## src/rtl/tok_line_pkg.sv

```systemverilog
package tok_line_pkg;

    typedef enum logic [2:0] {
        LS_I   = 3'd0,
        LS_S   = 3'd1,
        LS_O   = 3'd2,
        LS_M   = 3'd3,
        LS_MW  = 3'd4,
        LS_MM  = 3'd5,
        LS_MMW = 3'd6
    } line_state_e;

    typedef enum logic [1:0] {
        OP_LOAD  = 2'd0,
        OP_STORE = 2'd1,
        OP_REPL  = 2'd2
    } cpu_op_e;

    // Book-keeping of one outstanding miss
    typedef struct packed {
        logic active;
        logic write;
        logic persist;
    } miss_state_t;

    // State is a pure function of holdings and the lock-in window
    function automatic line_state_e derive_state(
        input logic none, input logic full, input logic owner,
        input logic dirty, input logic win);
        line_state_e s;
        if (none)      s = LS_I;
        else if (full) s = win ? (dirty ? LS_MMW : LS_MW) : (dirty ? LS_MM : LS_M);
        else           s = owner ? LS_O : LS_S;
        return s;
    endfunction

endpackage

```

## src/rtl/tok_window_timer.sv

```systemverilog
module tok_window_timer #(
    parameter int WIN_CYCLES = 16,
    localparam int WW = $clog2(WIN_CYCLES + 1)
) (
    input  logic clk,
    input  logic rst,
    input  logic load,
    input  logic clear,
    output logic active
);
    logic [WW-1:0] remain;

    always_ff @(posedge clk) begin
        if (rst)                remain <= '0;
        else if (clear)         remain <= '0;
        else if (load)          remain <= WW'(WIN_CYCLES);
        else if (remain != '0)  remain <= remain - 1'b1;
    end

    assign active = (remain != '0);
endmodule

```

## src/rtl/tok_miss_tracker.sv

```systemverilog
module tok_miss_tracker
    import tok_line_pkg::*;
#(
    parameter int RETRY_LIMIT = 32,
    localparam int RW = $clog2(RETRY_LIMIT + 1)
) (
    input  logic        clk,
    input  logic        rst,
    input  logic        want_rd,
    input  logic        want_wr,
    input  logic        need_net,
    input  logic        sat_rd,
    input  logic        sat_wr,
    input  logic        grant_seen,
    output logic        done,
    output logic        req_valid,
    output logic        req_write,
    output logic        req_persist,
    output miss_state_t pend
);
    logic [RW-1:0] quiet;
    logic open_rd, open_wr, opening, issue, esc;

    assign open_rd = want_rd && !pend.active;
    assign open_wr = want_wr && !(pend.active && pend.write);
    assign opening = open_rd || open_wr;
    assign issue   = opening && need_net;
    assign esc     = pend.active && !pend.persist && (quiet == RW'(RETRY_LIMIT));
    assign done    = pend.active && (pend.write ? sat_wr : sat_rd);

    assign req_valid   = issue || esc;
    assign req_write   = issue ? want_wr : pend.write;
    assign req_persist = esc && !issue;

    always_ff @(posedge clk) begin
        if (rst) begin
            pend  <= '0;
            quiet <= '0;
        end else if (opening) begin
            pend.active  <= 1'b1;
            pend.write   <= pend.write || want_wr;
            pend.persist <= 1'b0;
            quiet        <= '0;
        end else if (done) begin
            pend  <= '0;
            quiet <= '0;
        end else if (pend.active && !pend.persist) begin
            if (esc)             pend.persist <= 1'b1;
            if (grant_seen)      quiet <= '0;
            else if (!esc)       quiet <= quiet + 1'b1;
        end
    end
endmodule

```

## src/rtl/tok_line_ctrl.sv

```systemverilog
module tok_line_ctrl
    import tok_line_pkg::*;
#(
    parameter int TOKENS      = 4,
    parameter int WIN_CYCLES  = 16,
    parameter int RETRY_LIMIT = 32,
    localparam int CW = $clog2(TOKENS + 1)
) (
    input  logic          clk,
    input  logic          rst,
    input  logic          cpu_valid,
    input  logic [1:0]    cpu_op,
    output logic          cpu_hit,
    output logic          cpu_miss,
    output logic          cpu_stall,
    input  logic          grant_valid,
    input  logic [CW-1:0] grant_count,
    input  logic          grant_owner,
    input  logic          ext_valid,
    input  logic          ext_write,
    input  logic          ext_persist,
    output logic          ext_stall,
    output logic          tok_out_valid,
    output logic [CW-1:0] tok_out_count,
    output logic          tok_out_owner,
    output logic          req_valid,
    output logic          req_write,
    output logic          req_persist,
    output logic [2:0]    line_state,
    output logic [CW-1:0] line_tokens
);
    localparam logic [CW-1:0] ALL = CW'(TOKENS);

    logic [CW-1:0] tok, tok_next, out_cnt, in_cnt;
    logic          owner, dirty, win;
    logic          none, full, full_next;
    logic          is_ld, is_st, is_rp;
    logic          pers_take, serve, store_ok, ext_take, keep_one, send;
    logic          done, win_load;
    line_state_e   st;
    miss_state_t   pend;

    assign none  = (tok == '0);
    assign full  = (tok == ALL);
    assign is_ld = (cpu_op == OP_LOAD);
    assign is_st = (cpu_op == OP_STORE);
    assign is_rp = (cpu_op == OP_REPL);
    assign st    = derive_state(none, full, owner, dirty, win);

    // Local side: persistent takeover and window both hold the CPU off
    assign pers_take = ext_valid && ext_persist;
    assign cpu_stall = cpu_valid && (pers_take || (is_rp && win));
    assign serve     = cpu_valid && !cpu_stall;
    assign store_ok  = full && (win || dirty);
    assign cpu_hit   = serve && ((is_ld && !none) || (is_st && store_ok) || is_rp);
    assign cpu_miss  = serve && ((is_ld && none) || (is_st && !store_ok));

    // External side: ordinary requests yield to the window and to the CPU
    assign ext_stall = ext_valid && !ext_persist && (win || cpu_valid);
    assign ext_take  = ext_valid && !ext_stall;
    assign keep_one  = ext_take && !ext_write && !ext_persist && !full && (tok > CW'(1));
    assign send      = ext_take || (serve && is_rp);

    assign out_cnt       = send ? (keep_one ? tok - CW'(1) : tok) : '0;
    assign tok_out_valid = send && !none;
    assign tok_out_count = out_cnt;
    assign tok_out_owner = tok_out_valid && owner;

    assign in_cnt    = grant_valid ? grant_count : '0;
    assign tok_next  = tok - out_cnt + in_cnt;
    assign full_next = (tok_next == ALL);
    assign win_load  = done && full_next;

    always_ff @(posedge clk) begin
        if (rst) begin
            tok   <= '0;
            owner <= 1'b0;
            dirty <= 1'b0;
        end else begin
            tok   <= tok_next;
            owner <= ((owner && !tok_out_valid) || (grant_valid && grant_owner))
                     && (tok_next != '0);
            if (tok_out_valid || !full_next) dirty <= 1'b0;
            else if (cpu_hit && is_st)       dirty <= 1'b1;
        end
    end

    tok_window_timer #(.WIN_CYCLES(WIN_CYCLES)) u_win (
        .clk    (clk),
        .rst    (rst),
        .load   (win_load),
        .clear  (send),
        .active (win)
    );

    tok_miss_tracker #(.RETRY_LIMIT(RETRY_LIMIT)) u_miss (
        .clk         (clk),
        .rst         (rst),
        .want_rd     (cpu_miss && is_ld),
        .want_wr     (cpu_miss && is_st),
        .need_net    (is_ld ? none : !full),
        .sat_rd      (tok_next != '0),
        .sat_wr      (full_next),
        .grant_seen  (grant_valid),
        .done        (done),
        .req_valid   (req_valid),
        .req_write   (req_write),
        .req_persist (req_persist),
        .pend        (pend)
    );

    assign line_state  = st;
    assign line_tokens = tok;
endmodule

```

## config.mk

```make
export PLATFORM = sky130hd
export DESIGN_NAME = tok_line_ctrl
export DESIGN_NICKNAME = d
export VERILOG_FILES = /design/src/rtl/tok_line_pkg.sv /design/src/rtl/tok_window_timer.sv /design/src/rtl/tok_miss_tracker.sv /design/src/rtl/tok_line_ctrl.sv
export SDC_FILE = /design/constraint.sdc
export NUM_CORES = 1
export LEC_CHECK = 0
export BUFFER_PORTS_ARGS = -buffer_cell sky130_fd_sc_hd__buf_2
export CORE_MARGIN = 8
export CORE_UTILIZATION = 58
export CTS_CLUSTER_DIAMETER = 200
export CTS_CLUSTER_SIZE = 20
export DETAILED_ROUTE_END_ITERATION = 12
export PLACE_DENSITY = 0.95
export SKIP_LAST_GASP = 1
export SYNTH_ARGS = -nofsm -noshare
export SYNTH_HDL_FRONTEND = slang
export SYNTH_SLANG_ARGS = --single-unit
```

## constraint.sdc

```tcl
create_clock -name clk -period 9.7 [get_ports clk]
set_input_delay 0.485 -clock clk [delete_from_list [all_inputs] [get_ports clk]]
set_output_delay 0.485 -clock clk [all_outputs]
set_load 0.005 [all_outputs]
```

==> impl_metrics.csv <==
group,metric,value,unit
worst_setup_path,crit_fanout,7,
clock_network,cts.sinks,19,
yosys,yosysWarnings,0,
finish,drive_above_1_share,0.215,
job,cap_viol_max_count,0,
clock_network,cts_made_buffers,3,
worst_setup_path,endpoint_kind,"flip-flop",
finish,multiInputGateArea,957,sq um
placed_design,port_buffers,30,
global_route,grt_max_degree,12,
die,start_util,0.598,
worst_setup_path,arrival,5.21,ns
routing,vias,1397,
sta,rsz0062_at_grt,"false",
yosys,synth_top_cells_by_area,"dfxtp_1, ha_1, nor2_1",
die,die_height,65.9,um
finish,ff_latch_area,380,sq um
clock_network,post-cts-setup-buffers,0,
routing,via_per_inst,5.85,
sta,fin_crit,5.06,ns
clock_network,cts_tree,"built",
global_route,grt.overflow.total,0,
finish,area_growth_syn_to_layout,12.2,%
yosys,ys.flop_type,"dfxtp_1",
routing,ant_nets,0,
yosys,syn_area,1440,sq um
global_route,track_usage,0.159,
sta,report.final.slew_viol_count,0,
power,p_int,230,uW
yosys,synth_top_area_cell,"dfxtp_1",
finish,fillerInstances,208,
sta,finalHoldViolations,0,
clock_network,ctsResizeCount,0,
yosys,synthSimpleGateAreaFrac,0.314,
placed_design,place_congestion,0.878,
power,power_frac_seq,0.250,
sta,timing.final.crit_share,0.522,
yosys,ys_types,50,
sta,max_freq,198,MHz
routing,drt_iter0_drc,92,
clock_network,clockBufferDepth,2,
clock_network,clk_pin_slew,0.11,ns
power,ir_drop,0.000176,V
routing,routed_wl,3.43,mm
yosys,synth_xor_area_frac,0.0460,
power,combPwrFrac,0.658,
die,dieArea,4340,sq um
yosys,muxShareOfSynthArea,0.0148,
worst_setup_path,max_stage_delay,0.94,ns
yosys,ys_seq_area_frac,0.264,
sta,finalSetupTns,0,ns
sta,tightest_slew,1.13,ns
power,p_switching,212,uW
die,pin_count,31,
power,power.density,273,nW/um^2
routing,dr.pass1.iters,4,
power,switching_share,0.479,
power,p_leak,0.729,nW
die,fp-row-count,18,
yosys,synth-seq-cells,19,
yosys,syn_nets,208,
sta,finalSetupViolations,0,
power,p_clk_frac,0.091,
routing,drc,0,
yosys,netlist_top_cells_count,"nor2_1, dfxtp_1, nand2_1, nor3_1, inv_1",
yosys,synthCells,182,
worst_setup_path,startpoint_type,"flip-flop",
yosys,async_flop_share,0,
finish,final_util,0.671,
clock_network,cts_max_level,1,
clock_network,cts_hold_buf,0,
outcome,status,"complete, no violations",
yosys,synth_compound_area_frac,0.166,
yosys,synth_edf_count,0,
sta,slew_headroom,0.238,
sta,holdWs,0.442,ns
global_route,grt_pass1_wl,5.76,mm
worst_setup_path,path_class,"flip-flop to flip-flop",
worst_setup_path,crit_path_top_delay_cell,"nor4bb_1",
die,dieWidth,65.9,um
worst_setup_path,rrSetupSlack,4.64,ns
clock_network,clock_latency,0.29,ns
finish,nets,236,
worst_setup_path,crit_chain,"inv_1 -> ha_1 -> ha_1 -> nor4b_1 -> and3_4 -> o21a_1 -> o21ai_0 -> or2_2 -> fa_1 -> fa_1 -> xnor2_1 -> xnor3_1 -> and4b_1 -> nor4bb_1 -> nor3_1",
yosys,synth_top_family_by_area,"simple AND/OR/NAND/NOR gates",
placed_design,dp_hpwl,2.76,mm
yosys,yosys.area_share.adder,0.123,
routing,avgRoutedWirePerCell,14.3,um
die,core_area,2410,sq um
yosys,yosysTopAreaCellShare,0.264,
finish,diodes,0,
yosys,avgSynthCellArea,7.92,sq um
min_path,holdCritPathClass,"input port to flip-flop",
sta,skew,0.00380,ns
clock_network,cts-root-buf,"clkbuf_4",
worst_setup_path,worstPathRequired,9.84,ns
global_route,antenna_found_initial,0,
yosys,synth_most_common_cell,"nor2_1",
global_route,grt_pass1_vias,1366,
==> metal layers <==
layer,routed length [um],vias up,track usage,part of all wire
met3,250,2,0.0441,0.073
met5,0,-,0,0
li1,-,696,-,-
met4,9,0,0.0191,0.0026
met2,1600,32,0.285,0.47
met1,1560,667,0.188,0.46
==> layout make-up <==
cell class / count / area share
inverters: 14 / 0.0402
multi-input cells: 142 / 0.592
well taps: 30 / 0.0232
clock buffers: 3 / 0.0139
clock inverters: 1 / 0.00309
repair buffers: 30 / 0.0928
flip-flops and latches: 19 / 0.235
==> cell usage in the layout (no fill, tap or decap), types with 2 or more instances in the layout <==
| master | instances |
|---|---|
| and3_1 | 2 |
| a32oi_1 | 2 |
| nand2_1 | 16 |
| and2_1 | 3 |
| or3_1 | 2 |
| buf_2 | 30 |
| nand2b_1 | 3 |
| inv_1 | 13 |
| ha_1 | 11 |
| o21ai_0 | 8 |
| xnor2_1 | 4 |
| a41oi_1 | 2 |
| clkbuf_4 | 3 |
| nor2_1 | 23 |
| a211oi_1 | 4 |
| nand4_1 | 2 |
| dfxtp_1 | 19 |
| nor3b_1 | 2 |
| nor2b_1 | 3 |
| nor4b_1 | 3 |
| a21oi_1 | 10 |
| nor3_1 | 16 |
| fa_1 | 2 |
==> critical path, delay by kind of cell (launching register included) <==
family / cells / cell delay [ns]
AO/OA/AOI/OAI: 2 / 0.27
XOR/XNOR: 2 / 0.43
adder cells (fa/ha/maj): 4 / 1.47
buffers and inverters: 1 / 0.10
flip-flops: 1 / 0.42
AND/OR/NAND/NOR: 6 / 2.23
==> power by group through the flow <==
stage | clock network [mW] | registers, mW | logic, mW
floorplan | 0 | 0.108 | 0.230
CTS | 0.0406 | 0.110 | 0.291
global placement | 0 | 0.112 | 0.280
detailed placement | 0 | 0.112 | 0.288
finish | 0.0404 | 0.111 | 0.291
global route | 0.0444 | 0.113 | 0.327
==> path summary, 6_finish.rpt <==
kind / startpoint / endpoint / depth (start not counted)
setup / recovery: line_tokens[0] / u_miss.quiet[0] / 15
hold reg to reg: u_win.remain[0] / u_win.remain[0] / 2
hold / removal: grant_owner / owner / 3
setup reg to reg: line_tokens[0] / u_miss.quiet[0] / 15
==> flip-flops by register name, indices dropped and copies added, names as in the netlist <==
name / flops
line_tokens: 3
u_miss.quiet: 6
owner: 1
dirty: 1
u_miss.pend: 3
u_win.remain: 5
==> through the flow <==
stage               setup slack [ns]  area [sq um]  instances  power (mW)
floorplan                       5.55          1440        182       0.339
global placement                4.83          1590        235       0.392
detailed placement              4.65          1590        235       0.400
CTS                             4.63          1620        239       0.442
global route                    4.26          1620        239       0.484
finish                          4.64          1620        239       0.442
==> cells by family after synthesis <==
group	count (synthesis)
AND/OR/NAND/NOR	85
AO/OA/AOI/OAI	36
buffers and inverters	21
flip-flops	19
adder cells (fa/ha/maj)	13
XOR/XNOR	6
multiplexers	2
No activity file was read; power rests on OpenSTA's default activity.
